===== src/rtl/cn_pkg.sv =====
package cn_pkg;
  function automatic int sel_width(int deg);
    return (deg > 1) ? $clog2(deg) : 1;
  endfunction
endpackage


===== src/rtl/cn_msg_split.sv =====
module cn_msg_split #(
  parameter int DEG   = 6,
  parameter int MAG_W = 5,
  localparam int MSG_W = MAG_W + 1
) (
  input  logic [DEG*MSG_W-1:0] msg_i,
  output logic [DEG-1:0]       sign_o,
  output logic [MAG_W-1:0]     mag_o [DEG]
);
  for (genvar i = 0; i < DEG; i++) begin : g_edge
    assign sign_o[i] = msg_i[i*MSG_W + MAG_W];
    assign mag_o[i]  = msg_i[i*MSG_W +: MAG_W];
  end
endmodule


===== src/rtl/cn_min2_merge.sv =====
module cn_min2_merge #(
  parameter int MAG_W = 5,
  parameter int SEL_W = 3
) (
  input  logic [MAG_W-1:0] lo_min1_i,
  input  logic [MAG_W-1:0] lo_min2_i,
  input  logic [SEL_W-1:0] lo_sel_i,
  input  logic [MAG_W-1:0] hi_min1_i,
  input  logic [MAG_W-1:0] hi_min2_i,
  input  logic [SEL_W-1:0] hi_sel_i,
  output logic [MAG_W-1:0] min1_o,
  output logic [MAG_W-1:0] min2_o,
  output logic [SEL_W-1:0] sel_o
);
  // lower-index side wins ties
  always_comb begin
    if (hi_min1_i < lo_min1_i) begin
      min1_o = hi_min1_i;
      sel_o  = hi_sel_i;
      min2_o = (lo_min1_i < hi_min2_i) ? lo_min1_i : hi_min2_i;
    end else begin
      min1_o = lo_min1_i;
      sel_o  = lo_sel_i;
      min2_o = (hi_min1_i < lo_min2_i) ? hi_min1_i : lo_min2_i;
    end
  end
endmodule


===== src/rtl/cn_min2_tree.sv =====
module cn_min2_tree #(
  parameter int DEG   = 6,
  parameter int MAG_W = 5,
  parameter int SEL_W = cn_pkg::sel_width(DEG)
) (
  input  logic [MAG_W-1:0] mag_i [DEG],
  output logic [MAG_W-1:0] min1_o,
  output logic [MAG_W-1:0] min2_o,
  output logic [SEL_W-1:0] sel_o
);
  localparam int LEAVES = 1 << SEL_W;

  for (genvar l = 0; l <= SEL_W; l++) begin : g_lvl
    localparam int W = LEAVES >> l;
    logic [MAG_W-1:0] m1 [W];
    logic [MAG_W-1:0] m2 [W];
    logic [SEL_W-1:0] ix [W];
    if (l == 0) begin : g_leaf
      for (genvar i = 0; i < W; i++) begin : g_in
        if (i < DEG) begin : g_real
          assign m1[i] = mag_i[i];
        end else begin : g_pad
          assign m1[i] = '1;  // padding never beats a real input on a tie
        end
        assign m2[i] = '1;
        assign ix[i] = SEL_W'(i);
      end
    end else begin : g_merge
      for (genvar k = 0; k < W; k++) begin : g_node
        cn_min2_merge #(.MAG_W(MAG_W), .SEL_W(SEL_W)) u_merge (
          .lo_min1_i (g_lvl[l-1].m1[2*k]),
          .lo_min2_i (g_lvl[l-1].m2[2*k]),
          .lo_sel_i  (g_lvl[l-1].ix[2*k]),
          .hi_min1_i (g_lvl[l-1].m1[2*k+1]),
          .hi_min2_i (g_lvl[l-1].m2[2*k+1]),
          .hi_sel_i  (g_lvl[l-1].ix[2*k+1]),
          .min1_o    (m1[k]),
          .min2_o    (m2[k]),
          .sel_o     (ix[k])
        );
      end
    end
  end

  assign min1_o = g_lvl[SEL_W].m1[0];
  assign min2_o = g_lvl[SEL_W].m2[0];
  assign sel_o  = g_lvl[SEL_W].ix[0];
endmodule


===== src/rtl/cn_compress_node.sv =====
module cn_compress_node #(
  parameter int DEG   = 6,
  parameter int MAG_W = 5,
  localparam int MSG_W = MAG_W + 1,
  localparam int SEL_W = cn_pkg::sel_width(DEG)
) (
  input  logic                 clk_i,
  input  logic                 rst_ni,
  input  logic [DEG*MSG_W-1:0] msg_i,
  input  logic                 syndrome_i,
  output logic                 parity_o,
  output logic [SEL_W-1:0]     sel_o,
  output logic [MAG_W-1:0]     min1_o,
  output logic [MAG_W-1:0]     min2_o
);
  logic [DEG-1:0]   sign;
  logic [MAG_W-1:0] mag [DEG];
  logic [MAG_W-1:0] min1_d, min2_d;
  logic [SEL_W-1:0] sel_d;
  logic             parity_d;
  logic             primed_q;

  cn_msg_split #(.DEG(DEG), .MAG_W(MAG_W)) u_split (
    .msg_i  (msg_i),
    .sign_o (sign),
    .mag_o  (mag)
  );

  cn_min2_tree #(.DEG(DEG), .MAG_W(MAG_W), .SEL_W(SEL_W)) u_tree (
    .mag_i  (mag),
    .min1_o (min1_d),
    .min2_o (min2_d),
    .sel_o  (sel_d)
  );

  assign parity_d = ^{sign, syndrome_i};

  always_ff @(posedge clk_i or negedge rst_ni) begin
    if (!rst_ni) begin
      parity_o <= 1'b0;
      sel_o    <= '0;
      min1_o   <= '0;
      min2_o   <= '0;
      primed_q <= 1'b0;
    end else begin
      parity_o <= parity_d;
      sel_o    <= sel_d;
      min1_o   <= min1_d;
      min2_o   <= min2_d;
      primed_q <= 1'b1;
    end
  end

  p_min_order_r9: assert property (@(posedge clk_i) disable iff (!rst_ni)
    min1_o <= min2_o);

  p_sel_range_r3: assert property (@(posedge clk_i) disable iff (!rst_ni)
    primed_q |-> (int'(sel_o) < DEG));

  p_parity_r5: assert property (@(posedge clk_i) disable iff (!rst_ni)
    primed_q |-> (parity_o == ($past(^sign) ^ $past(syndrome_i))));

  for (genvar j = 0; j < DEG; j++) begin : g_chk
    p_min1_bound_r2: assert property (@(posedge clk_i) disable iff (!rst_ni)
      primed_q |-> (min1_o <= $past(mag[j])));
    p_min1_at_sel_r2: assert property (@(posedge clk_i) disable iff (!rst_ni)
      (primed_q && sel_o == SEL_W'(j)) |-> (min1_o == $past(mag[j])));
    p_tie_lowest_r3: assert property (@(posedge clk_i) disable iff (!rst_ni)
      (primed_q && SEL_W'(j) < sel_o) |-> ($past(mag[j]) > min1_o));
  end
endmodule


===== config.mk =====
export PLATFORM = sky130hd
export DESIGN_NAME = cn_compress_node
export DESIGN_NICKNAME = d
export VERILOG_FILES = /design/src/rtl/cn_pkg.sv /design/src/rtl/cn_msg_split.sv /design/src/rtl/cn_min2_merge.sv /design/src/rtl/cn_min2_tree.sv /design/src/rtl/cn_compress_node.sv
export SDC_FILE = /design/constraint.sdc
export NUM_CORES = 1
export LEC_CHECK = 0
export CAP_MARGIN = 20
export CORE_ASPECT_RATIO = 0.6
export CORE_UTILIZATION = 50
export CTS_CLUSTER_DIAMETER = 60
export CTS_CLUSTER_SIZE = 30
export DETAILED_ROUTE_END_ITERATION = 8
export GPL_TIMING_DRIVEN = 0
export PLACE_DENSITY = 0.76
export SYNTH_ARGS = -nofsm -noshare
export SYNTH_HDL_FRONTEND = slang
export SYNTH_HIERARCHICAL = 1
export SYNTH_SLANG_ARGS = --single-unit
export TNS_END_PERCENT = 1

===== constraint.sdc =====
create_clock -name clk_i -period 0.8 [get_ports clk_i]
set_input_delay 0.2 -clock clk_i [delete_from_list [all_inputs] [get_ports clk_i]]
set_output_delay 0.2 -clock clk_i [all_outputs]
set_load 0.1 [all_outputs]

# --- Word-level counts from Yosys, hierarchy flattened ---
# Index checks and enable logic that the tools add are counted.
classes:
  order_cmp: 18
  n_mux: 30
  reduce_logical: 1
ops:
  columns: ["op", "count"]
  rows:
  - ["two-way mux 5 bit", 24]
  - ["< comparator 5 bit", 9]
  - ["< comparator 5 bit (second input constant)", 7]
  - ["< comparator 5 bit (first input constant)", 2]
  - ["two-way mux 3 bit", 3]
  - ["parity 7 bit", 1]
  - ["two-way mux 1 bit", 3]
word_totals:
  register_bits: 14
  output_inout_bits: 14
  word_cells: 53

# --- Depth between registers and ports, before layout ---
logic_depth:
  ltp_word: 9
  depth_mapped: 24

# --- By module ---
# Netlist, hierarchy kept.
modules_own_cells:
  columns: ["module", "instances", "cells_each", "area_per_inst_um2", "seq_area_each_um2"]
  rows:
  - ["cn_min2_merge", 7, 68, 593.1, 0.0]
  - ["cn_compress_node", 1, 18, 412.9, 350.3]
  - ["cn_msg_split", 1, 36, 270.3, 0.0]
  - ["cn_min2_tree", 1, 2, 7.5, 0.0]

# --- Least setup slack after synthesis ---
# Ideal clock, no wire load.
synth_path:
  path_type: "input to register"
  start: "input port msg_i[1]"
  end: "register min2_o[0]"
  setup_time_ns: 0.126
  arrival_time_ns: 3.931
  t_required_ns: 0.674
  setup_slack_ns: -3.257
  path_stages: 22
  path_buffers: 3
  cell_sequence: "buf_4 -> inv_1 -> ha_1 -> a21o_1 -> a21oi_2 -> o21ai_2 -> buf_6 -> mux2_4 -> ha_1 -> a21oi_1 -> nand2_1 -> a211o_1 -> clkbuf_1 -> mux2i_1 -> mux2i_1 -> inv_1 -> ha_1 -> a21oi_1 -> o21ai_2 -> a31oi_2 -> mux2i_1 -> mux2i_1"
synth_rtl:
  columns: ["element", "line", "text"]
  rows:
  - ["start, declared", "cn_compress_node.sv:9", "input logic [DEG*MSG_W-1:0] msg_i,"]
  - ["end signal, assigned", "cn_compress_node.sv:49", "min2_o <= min2_d;"]
  - ["end, declared", "cn_compress_node.sv:14", "output logic [MAG_W-1:0] min2_o"]

==> results.tsv <==
stage	metric	value	unit
status	status	finished with violations	
status	failing checks	setup timing	
detailed_routing	final wirelength	12900	µm
logic_synthesis	Yosys warnings	6	
timing	Worst Tran Pin Value	0.702	ns
grt	Total Routing Usage GR	25.5	%
clock_tree	CTS Root Cell	clkbuf_16	
logic_synthesis	post-synthesis mux area share	37.4	%
floorplan	# IOs	53	
floorplan	Die H	78.2	µm
worst_setup_path	CP endpoint kind	register	
detailed_routing	Pre-antenna DRT Iters	5	
logic_synthesis	Post-synth EDFFs	0	
pwr	Max VDD drop	2780	µV
finish	fill cell count	600	
grt	initial antenna violation count	0	
grt	largest net degree at the start of global routing	15	
grt	total grt overflow	0	
timing	final worst-path cycle share	493	%
worst_setup_path	startpoint types	primary input	
timing	Final min period	3.95	ns
logic_synthesis	fraction of registers with async set/reset	100	%
placement	routability cong.	0.857	
logic_synthesis	share of the synthesized area in the top cell type	21.7	%
finish	share of cells above drive strength 1	33.8	%
placement	Port Buffer Count	16	
timing	setup violators final	28	
clock_tree	TritonCTS buffer count	3	
hold_path	Min-Delay Path Class	in -> async	
floorplan	Core Box Area	0.00929	mm²
timing	RSZ-0062 raised after global routing	yes	
detailed_routing	Via density	4.93	
floorplan	die footprint	0.0101	mm²
placement	post-DP HPWL	9410	µm
pwr	Static Leak	4.03	nW
worst_setup_path	crit-path max FO	7	
finish	Ant. Diodes	0	
logic_synthesis	Top FF cell, synth	dfrtp_1	
logic_synthesis	post-synth cell types	23	
finish	nets@finish	854	
logic_synthesis	cells after synthesis	532	
logic_synthesis	synthesized area	0.00484	mm²
floorplan	row count	27	
grt	vias in the first global route	4339	
clock_tree	Worst-path clk slew	0.05	ns
logic_synthesis	sequential area share after synthesis	7.24	%
clock_tree	H-tree Lvls	1	
finish	synthesis-to-layout area growth	39.6	%
floorplan	Die W	129	µm
clock_tree	CTS tree	done	
logic_synthesis	Compound-Gate Fraction of Synth Area	11.9	%
logic_synthesis	post-synthesis adder-cell area fraction	21.7	%
timing	final worst-path setup slack	-3.15	ns
timing	Final Hold Viols	0	
clock_tree	hold_buf cts	0	
clock_tree	CTS sink count	14	
logic_synthesis	FF+latch count, synth	14	
floorplan	Initial Util	52.1	%
finish	post-layout util	72.8	%
worst_setup_path	Worst Path Arrival	4.05	ns
timing	Slew Viols, Final	0	
pwr	pwr dens	2400	mW/mm²
detailed_routing	1st-iter DRT viols	290	
logic_synthesis	post-synth top area cell	ha_1	
logic_synthesis	largest family of logic cells by synthesized area	multiplexers	
detailed_routing	Routed Antenna Nets	0	
worst_setup_path	Worst Path Required	0.91	ns
timing	Final TNS setup	-42.27	ns
worst_setup_path	Setup Crit Path Kind	in -> reg	
detailed_routing	post-route DRC violation count	0	
run	max-cap violation count	0	
detailed_routing	Wirelength per Cell	15.0	µm
logic_synthesis	xor-xnor portion of the synthesized cell area	1.29	%
grt	first-pass GRT wire length	20500	µm
logic_synthesis	Avg Cell Area, Syn	9.10	µm²
clock_tree	CTS max path bufs	2	
logic_synthesis	Simple-Gate Fraction of Synth Area	5.43	%
logic_synthesis	Area contributors post-synth	ha_1, mux2i_1, mux2_4, dfrtp_1, inv_1	
pwr	total power	16.2	mW
timing	Max transition margin	53.2	%
timing	Fin Hold WS	0.109	ns
timing	fmax	0.253	GHz
detailed_routing	Vias	4239	
placement	Setup WS pre-CTS	-3.56	ns
-- metrics by stage --
| stage | area, µm² | cells |
|---|---|---|
| 5_1_grt | 6760 | 860 |
| 3_5_place_dp | 5820 | 820 |
| 2_1_floorplan | 5500 | 674 |
| 6_report | 6760 | 860 |
| 3_3_place_gp | 5820 | 820 |
| 4_1_cts | 6570 | 852 |
-- how the worst max path moves through the flow --
stage,cells after the start,start,endpoint,slack [ns]
4_1_cts,22,msg_i[25],min2_o[4],-2.97
6_report,21,msg_i[7],min2_o[4],-3.15
3_3_place_gp,21,msg_i[13],min2_o[3],-3.43
3_5_place_dp,21,msg_i[13],min2_o[3],-3.56
2_1_floorplan,21,msg_i[13],min1_o[0],-2.96
5_1_grt,21,msg_i[25],min2_o[4],-3.27
-- critical path, cell delays in order --
cell,delay [ns]
buf_8,0.11
ha_4,0.23
a21o_1,0.19
a21oi_2,0.16
o21ai_2,0.09
buf_6,0.15
buf_4,0.13
mux2_4,0.33
ha_4,0.23
a21oi_2,0.12
nand2_1,0.08
a211o_4,0.37
mux2i_1,0.15
mux2i_1,0.19
inv_1,0.13
ha_4,0.28
a21o_1,0.21
a31oi_4,0.20
buf_4,0.15
mux2i_1,0.20
mux2i_1,0.14
-- sequential cells by signal, indices dropped and copies added, names as in the netlist --
name	count
min1_o	5
parity_o	1
sel_o	3
min2_o	5
-- Yosys cell counts (7+ instances only) --
master      n
a21oi_1    28
nand2_1    21
mux2_2     21
buf_6       7
clkbuf_1    7
ha_1       84
buf_4      36
nand3_1     7
nand4_1     7
a31oi_2     7
mux2_4     35
a21o_1     14
o21ai_2    14
and2b_2     7
inv_1      91
a21oi_2     7
mux2i_1   105
dfrtp_1    14
a211o_1     7
nand2b_1    7
-- metal layers --
layer / wire length [µm] / vias up / global-route usage, %
met2: 5920 / 146 / 43.5
li1: - / 2079 / -
met4: 193 / 0 / 5.29
met1: 5960 / 1992 / 34.1
met3: 810 / 22 / 3.54
met5: 0 / - / 0
-- power breakdown --
part	total, mW	internal [mW]	switching [mW]
Combinational	13.8	6.21	7.56
Sequential	1.40	1.09	0.309
Clock	1.07	0.759	0.310
-- final cells by class --
type	instances	area [µm²]	area share [%]
multi-input combinational	519	4780	70.7
timing repair buffer	58	641	9.48
buffer	44	394	5.83
sequential	14	350	5.18
inverter	91	347	5.13
tap	130	163	2.41
clock buffer	4	88.8	1.31
-- cell families (layout without fill, tap and decap cells) --
family                   count (synthesis)  count (layout)
buffers and inverters                  141             197
adder cells (fa/ha/maj)                 84              84
AO/OA/AOI/OAI                           77              77
AND/OR/NAND/NOR                         49              49
multiplexers                           161             161
flip-flops                              14              14
XOR/XNOR                                 4               4
other                                    2             144
-- layout by cell type, fill, tap and decap left out, types with 4 or more instances in the layout --
master / Yosys / layout
a21oi_1: 28 / 20
nand2b_1: 7 / 7
nand4_1: 7 / 7
dfrtp_1: 14 / 14
o21ai_2: 14 / 10
a21oi_2: 7 / 15
conb_1: 2 / 144
nand2_1: 21 / 20
a31oi_4: 0 / 6
and2b_2: 7 / 7
mux2_4: 35 / 38
ha_4: 0 / 21
inv_2: 0 / 5
mux2i_2: 0 / 9
a21o_1: 14 / 14
o21ai_4: 0 / 4
nand3_1: 7 / 7
mux2i_1: 105 / 94
buf_4: 36 / 63
mux2_2: 21 / 18
inv_1: 91 / 84
buf_6: 7 / 13
ha_1: 84 / 63
buf_12: 0 / 8
buf_8: 0 / 13
-- repair_timing --
action,4_1_cts,5_1_grt
buffers inserted,31,8
cloned,3,0
endpoints found under the setup margin,42,28
pin swaps,38,17
gates resized for setup,173,18
No activity file was read; power rests on OpenSTA's default activity.
